<file path="config.mk">
export PLATFORM = sky130hd
export DESIGN_NAME = i2c_bus_watch
export DESIGN_NICKNAME = d
export VERILOG_FILES = /design/src/rtl/bw_pkg.sv /design/src/rtl/bw_sync.sv /design/src/rtl/bw_cond.sv /design/src/rtl/bw_arb.sv /design/src/rtl/i2c_bus_watch.sv
export SDC_FILE = /design/constraint.sdc
export NUM_CORES = 1
export LEC_CHECK = 0
export BUFFER_PORTS_ARGS = -buffer_cell sky130_fd_sc_hd__buf_4
export CORE_AREA = 4 4 41 43
export DETAILED_ROUTE_END_ITERATION = 8
export DIE_AREA = 0 0 45 47
export PLACE_DENSITY = 0.67
export REMOVE_ABC_BUFFERS = 1
export SLEW_MARGIN = 20
export SYNTH_ARGS = -nofsm -noshare
export SYNTH_HDL_FRONTEND = slang
export SYNTH_SLANG_ARGS = --single-unit
</file>
<file path="constraint.sdc">
create_clock -name clk -period 1 [get_ports clk]
set_input_delay 0.2 -clock clk [delete_from_list [all_inputs] [get_ports clk]]
set_output_delay 0.2 -clock clk [all_outputs]
set_load 0.03 [all_outputs]
</file>
<file path="src/rtl/bw_pkg.sv">
package bw_pkg;
  localparam int unsigned PH_W = 5;
  // bit positions inside the phase vector
  typedef enum logic [2:0] {
    PH_ADDR   = 3'd0,
    PH_DATA   = 3'd1,
    PH_START  = 3'd2,
    PH_RSTART = 3'd3,
    PH_ACK    = 3'd4
  } phase_bit_e;
endpackage

</file>
<file path="src/rtl/bw_sync.sv">
module bw_sync #(
  parameter int W      = 2,
  parameter int STAGES = 2
) (
  input  logic         clk,
  input  logic         rst,
  input  logic [W-1:0] d,
  output logic [W-1:0] q
);
  for (genvar i = 0; i < W; i++) begin : g_line
    logic [STAGES-1:0] sh;
    always_ff @(posedge clk) begin
      if (rst) sh <= '1;
      else     sh <= {sh[STAGES-2:0], d[i]};
    end
    assign q[i] = sh[STAGES-1];
  end
endmodule

</file>
<file path="src/rtl/bw_cond.sv">
module bw_cond (
  input  logic clk,
  input  logic rst,
  input  logic enable,
  input  logic scl_s,
  input  logic sda_s,
  output logic start_seen,
  output logic stop_seen,
  output logic bus_free,
  output logic start_p,
  output logic stop_p,
  output logic rstart_p
);
  logic sda_d;
  logic start_det, stop_det;
  logic nxt_start, nxt_stop;

  assign start_det = scl_s &  sda_d & ~sda_s;
  assign stop_det  = scl_s & ~sda_d &  sda_s;

  always_comb begin
    nxt_start = start_seen;
    nxt_stop  = stop_seen;
    if (start_det) begin
      nxt_start = 1'b1;
      nxt_stop  = 1'b0;
    end else if (stop_det) begin
      nxt_start = 1'b0;
      nxt_stop  = 1'b1;
    end
  end

  always_ff @(posedge clk) begin
    if (rst) sda_d <= 1'b1;
    else     sda_d <= sda_s;
  end

  always_ff @(posedge clk) begin
    if (rst || !enable) begin
      start_seen <= 1'b0;
      stop_seen  <= 1'b0;
      bus_free   <= 1'b1;
      start_p    <= 1'b0;
      stop_p     <= 1'b0;
      rstart_p   <= 1'b0;
    end else begin
      start_seen <= nxt_start;
      stop_seen  <= nxt_stop;
      bus_free   <= nxt_stop | ~nxt_start;
      start_p    <= start_det;
      stop_p     <= stop_det;
      rstart_p   <= start_det & start_seen;
    end
  end

  p_excl_r2: assert property (@(posedge clk) disable iff (rst)
    !(start_seen && stop_seen));
  p_busy_r4: assert property (@(posedge clk) disable iff (rst)
    (start_seen && !stop_seen) |-> !bus_free);
  p_rstart_r5: assert property (@(posedge clk) disable iff (rst)
    rstart_p |-> $past(start_seen));
  p_off_r11: assert property (@(posedge clk) disable iff (rst)
    !enable |=> (!start_seen && !stop_seen && !rstart_p));
endmodule

</file>
<file path="src/rtl/bw_arb.sv">
module bw_arb #(
  parameter int PW = 5
) (
  input  logic          clk,
  input  logic          rst,
  input  logic          enable,
  input  logic [PW-1:0] phase,
  input  logic          scl_s,
  input  logic          sda_s,
  input  logic          sda_rel,
  input  logic          bcl_clr,
  output logic          bcl_flag
);
  logic lost;
  assign lost = (|phase) & scl_s & sda_rel & ~sda_s;

  always_ff @(posedge clk) begin
    if (rst || !enable) bcl_flag <= 1'b0;
    else if (lost)      bcl_flag <= 1'b1;
    else if (bcl_clr)   bcl_flag <= 1'b0;
  end

  p_bcl_hold_r7: assert property (@(posedge clk) disable iff (rst)
    (bcl_flag && enable && !bcl_clr) |=> bcl_flag);
  p_bcl_cause_r9: assert property (@(posedge clk) disable iff (rst)
    $rose(bcl_flag) |-> $past((|phase) && sda_rel && !sda_s));
endmodule

</file>
<file path="src/rtl/i2c_bus_watch.sv">
module i2c_bus_watch
  import bw_pkg::*;
#(
  parameter int SYNC_STAGES = 2
) (
  input  logic            clk,
  input  logic            rst,
  input  logic            enable,
  input  logic            scl_in,
  input  logic            sda_in,
  input  logic            sda_release,
  input  logic [PH_W-1:0] phase_vec,
  input  logic            byte_done,
  input  logic            ack_done,
  input  logic            irq_en,
  input  logic            irq_clr,
  input  logic            bcl_clr,
  output logic            start_seen,
  output logic            stop_seen,
  output logic            bus_free,
  output logic            rstart_pulse,
  output logic            irq_flag,
  output logic            irq,
  output logic            bcl_flag
);
  logic [1:0] lines_s;
  logic       start_p, stop_p;
  logic       ev;

  bw_sync #(.W(2), .STAGES(SYNC_STAGES)) u_sync (
    .clk(clk), .rst(rst), .d({scl_in, sda_in}), .q(lines_s)
  );

  bw_cond u_cond (
    .clk(clk), .rst(rst), .enable(enable),
    .scl_s(lines_s[1]), .sda_s(lines_s[0]),
    .start_seen(start_seen), .stop_seen(stop_seen), .bus_free(bus_free),
    .start_p(start_p), .stop_p(stop_p), .rstart_p(rstart_pulse)
  );

  bw_arb #(.PW(PH_W)) u_arb (
    .clk(clk), .rst(rst), .enable(enable), .phase(phase_vec),
    .scl_s(lines_s[1]), .sda_s(lines_s[0]), .sda_rel(sda_release),
    .bcl_clr(bcl_clr), .bcl_flag(bcl_flag)
  );

  assign ev = start_p | stop_p | byte_done | ack_done;

  always_ff @(posedge clk) begin
    if (rst || !enable) irq_flag <= 1'b0;
    else if (ev)        irq_flag <= 1'b1;
    else if (irq_clr)   irq_flag <= 1'b0;
  end

  always_ff @(posedge clk) begin
    if (rst) irq <= 1'b0;
    else     irq <= irq_flag & irq_en;
  end

  p_irq_gate_r6: assert property (@(posedge clk) disable iff (rst)
    irq |-> $past(irq_en));
  p_irq_hold_r7: assert property (@(posedge clk) disable iff (rst)
    (irq_flag && enable && !irq_clr) |=> irq_flag);
endmodule

</file>
== Word-level counts from Yosys, hierarchy flattened ==
Index checks and enable logic that the tools add are counted.
Word-level totals
  word-level logic and storage cells: 41
  bits of input ports: 16
  register bits after elaboration: 14
  output and inout bits: 7
Cells by class
  reductions and logical operators: 5
  muxes and demuxes: 8
  bitwise gates (word level): 16
Operator list (number)
  $and 1x1->1: 9
  $mux 1: 8
  $reduce_or 5->1: 1
  $or 1x1->1: 4
  $reduce_bool 2->1: 2
  $not 1->1: 3
  $logic_not 1->1: 1
  $logic_or 1x1->1: 1

== Logic depth before layout (Yosys ltp) ==
  depth in word-level cells: 7
  mapped depth: 3
  mapped depth without buffers: 3

== Modules after synthesis ==
Synthesis repeated with hierarchy kept, for this count alone.
Second synthesis, totals
  cell total of the unflattened synthesis: 50
  area total of the unflattened synthesis: 510.5 µm²
Modules (own cells, without submodules)
  bw_cond: cells an instance 25, area an instance 260.2 µm², times used 1, seq. area each 140.1 µm²
  bw_sync: cells an instance 10, area an instance 120.1 µm², times used 1, seq. area each 80.1 µm²
  i2c_bus_watch: cells an instance 8, area an instance 72.6 µm², times used 1, seq. area each 40.0 µm²
  bw_arb: cells an instance 7, area an instance 57.6 µm², times used 1, seq. area each 20.0 µm²

== Worst setup path after synthesis ==
OpenSTA, ideal clock, no wires.
  kind: input to register
  start: input port phase_vec[0]
  end: register u_arb.bcl_flag
  data required time: 0.882 ns
  library setup time: 0.118 ns
  stages on the path: 3
  buffers on the path: 0
  path slack: -0.031 ns
  arrival time: 0.912 ns
  cell sequence: or4_4 -> o211ai_2 -> a21oi_1
On the way
  cells in the longest elaborated chain, start to end: 5
  elaborated cells between the ends (all ways): 6
  those cells by class: 1 x mux; 3 x bitwise; 2 x reduce/logical
RTL lines
  start, declared: RTL line i2c_bus_watch.sv:12  | input logic [PH_W-1:0] phase_vec,
  $reduce_or 5->1 *: RTL line bw_arb.sv:15  | assign lost = (|phase) & scl_s & sda_rel & ~sda_s;
  $and 1x1->1 * (3 in series): RTL line bw_arb.sv:15
  $mux 1 / $reduce_bool 2->1 (equally long branches)
  end signal, assigned: RTL line bw_arb.sv:18  | if (rst || !enable) bcl_flag <= 1'b0;
  end signal, assigned: RTL line bw_arb.sv:19  | else if (lost) bcl_flag <= 1'b1;
  end signal, assigned: RTL line bw_arb.sv:20  | else if (bcl_clr) bcl_flag <= 1'b0;
  end, declared: RTL line bw_arb.sv:12  | output logic bcl_flag
Every way passes the cells marked *; elsewhere a longest branch is shown, timed or not.
A chain may end at the register's enable or synchronous reset.

== Final worst setup path ==
  start: register u_cond.start_seen
  end: output port start_seen
RTL lines
  start, declared: RTL line bw_cond.sv:7  | output logic start_seen,
  start signal, assigned: RTL line bw_cond.sv:47  | start_seen <= nxt_start;
  end, declared: RTL line i2c_bus_watch.sv:18  | output logic start_seen,
No word-level cell between the ends.

==> impl_metrics.toml <==
[clocking]
cts_setup_buffers = 0
cts.sink_count = 14
clk_latency_ns = 0.27
clkSlewWorstSetupHoldPaths_ns = 0.08
hold_buffers = 0
cts_tree = "done"
cts_max_path_buffers = 2
ctsResizeCount = 6
numCtsBuffers = 3
cts-htree-levels = 1
cts-root-buf = "clkbuf_4"

[run]
cap_violations = 0

[placement]
place_ws_ns = -0.176
place_area_sq_um = 668
numPortBuffers = 22
finalWeightedCongestion = 0.817
dp_hpwl_um = 754

[final_layout]
nNetsFinal = 90
n_antenna_cell = 0
stdcell_area_sq_um = 724
drive_gt1_share_pct = 45.8
syn2layout_area_growth_pct = 52.0
utilization_pct = 55.7
fill_cells = 131

[sta]
rsz0062_at_grt = "yes"
min_period_ns = 0.970
clock_skew_ns = 0.00270
max_freq_mhz = 1030
slew_headroom_pct = 85.7
worst_pin_slew_ns = 0.213
finalHoldViolations = 0
slew_violations = 0
setup_viol = 0
finalWorstSetupSlack_ns = 0.0302
totalNegativeSetupSlack_ns = 0
post-route-period-util_pct = 97.0

[floorplan]
core_area_sq_um = 1300
initial_core_util_pct = 36.6
ios = 23
die-area_sq_um = 2120
die_x_um = 45
die_y_um = 47
rows = 13

[global_routing]
grt_pass1_vias = 377
grt_usage_pct = 11.3
antenna_found_initial = 0
grt-ovfl-total = 0
grt_max_degree = 9
grt_first_pass_wirelength_um = 1640

[critical_path]
start_kind = "register"
worstPathCellList = "buf_6"
startpoint = "u_cond.start_seen"
rrSetupSlack_ns = 0.06
worst_setup_path_end_kind = "output port"
crit_buf_inv = 1
path_delay_family = "flip-flops"
path_class = "register to output port"
cpMaxStageDelayCell = "dfxtp_4"
r2r-start = "u_sync.g_line[1].sh[1]"
worstPathArrival_ns = 0.77
worstPathRequired_ns = 0.80
slowest_delay_ns = 0.37
crit_path_max_fanout = 5

[logic_synthesis]
yosysUniqueCellTypes = 17
ys_seq_elements = 14
ys_seq_area_share_pct = 58.8
yosysWarnings = 0
syn_area_per_cell_sq_um = 10.4
syn-cell-area_sq_um = 477
syn_inst = 46

[detailed_routing]
routed_via_density = 4.51
wire_per_inst_um = 11.6
drt_iter0_drc = 4
num_vias = 392
ant_nets = 0
totalWireLength_um = 1010
drc = 0
first_pass_iters = 2

[power_and_ir_drop]
p_clk_share_pct = 30.2
p_int_mw = 0.778
p_leak_nw = 0.326
ir_drop_mv = 1.18
p_sw_share_pct = 21.4
p_sw_mw = 0.212
p_per_area_nw_per_um2 = 1370
power_frac_comb_pct = 11.3
pwr-share-seq_pct = 58.5

[worst_hold_path]
hp-class = "input pin to register"
hold_path_startpoint = "sda_in"

[outcome]
status = "completed"
## sequential cells by signal (all words and copies together), names as in the netlist
name	cells
u_cond.sda_d	1
u_cond.stop_seen	1
u_cond.bus_free	1
u_cond.rstart_p	1
u_sync.g_line.sh	4
u_arb.bcl_flag	1
u_cond.start_p	1
irq	1
irq_flag	1
u_cond.stop_p	1
u_cond.start_seen	1
## cells in the mapped netlist
master	count	area (sq um)
inv_1	1	3.75
nor2b_1	3	18.8
nand2_1	2	7.51
nor2_1	1	3.75
dfxtp_1	14	280
o21ai_1	2	10.0
or4_4	1	11.3
nand2b_1	4	25.0
nor4_1	1	6.26
and3_1	2	12.5
o22a_1	1	8.76
or2_1	5	31.3
nor3_1	1	5.00
and3b_1	1	8.76
and2_1	1	6.26
o211ai_2	1	12.5
a21oi_1	5	25.0
## logic make-up after synthesis
family	count (synthesis)	share of synthesized area, %
AO/OA/AOI/OAI	9	11.8
buffers and inverters	1	0.787
flip-flops	14	58.8
AND/OR/NAND/NOR	22	28.6
## metrics by stage
| stage | hold slack (ns) | power (mW) | std cells |
|---|---|---|---|
| floorplan | 0.297 | 0.636 | 46 |
| global placement | 0.378 | 0.700 | 84 |
| detailed placement | 0.383 | 0.702 | 84 |
| CTS | 0.0927 | 1.01 | 87 |
| global route | 0.0767 | 1.05 | 87 |
| finish | 0.101 | 0.990 | 87 |
## per-layer routing
layer	GRT usage, %	wire length [um]	part of all wire (%)
met3	6.90	93	9.2
met5	0	0	0
met1	11.2	394	39
met4	3.51	0	0
met2	19.8	523	52
## worst paths after layout
path	cells after the start	end
setup / recovery	1	start_seen
hold / removal	2	u_sync.g_line[0].sh[0]
setup reg to reg	3	u_cond.rstart_p
hold reg to reg	1	u_sync.g_line[0].sh[1]
## final cells by class
class | instances | area, sq um | share of cell area [%]
tap | 15 | 18.8 | 2.59
timing repair buffer | 23 | 188 | 25.9
sequential | 14 | 289 | 39.9
multi-input combinational | 31 | 203 | 28.0
inverter | 1 | 3.75 | 0.518
clock buffer | 3 | 22.5 | 3.11
## power groups by stage
stage,registers [mW],clock network [mW],logic (mW)
finish,0.579,0.299,0.112
floorplan,0.605,0,0.0301
global placement,0.593,0,0.106
global route,0.582,0.347,0.122
detailed placement,0.594,0,0.108
CTS,0.582,0.314,0.111
## placed cells by master (no fill, tap or decap), drive strengths merged, types with 2 or more instances in the layout
cell type  count
clkbuf         3
nand2          2
nor2b          3
nand2b         4
and3           2
or2            5
o21ai          2
buf           23
dfxtp         14
a21oi          5
Note: power is estimated with default switching activity, not from simulation.
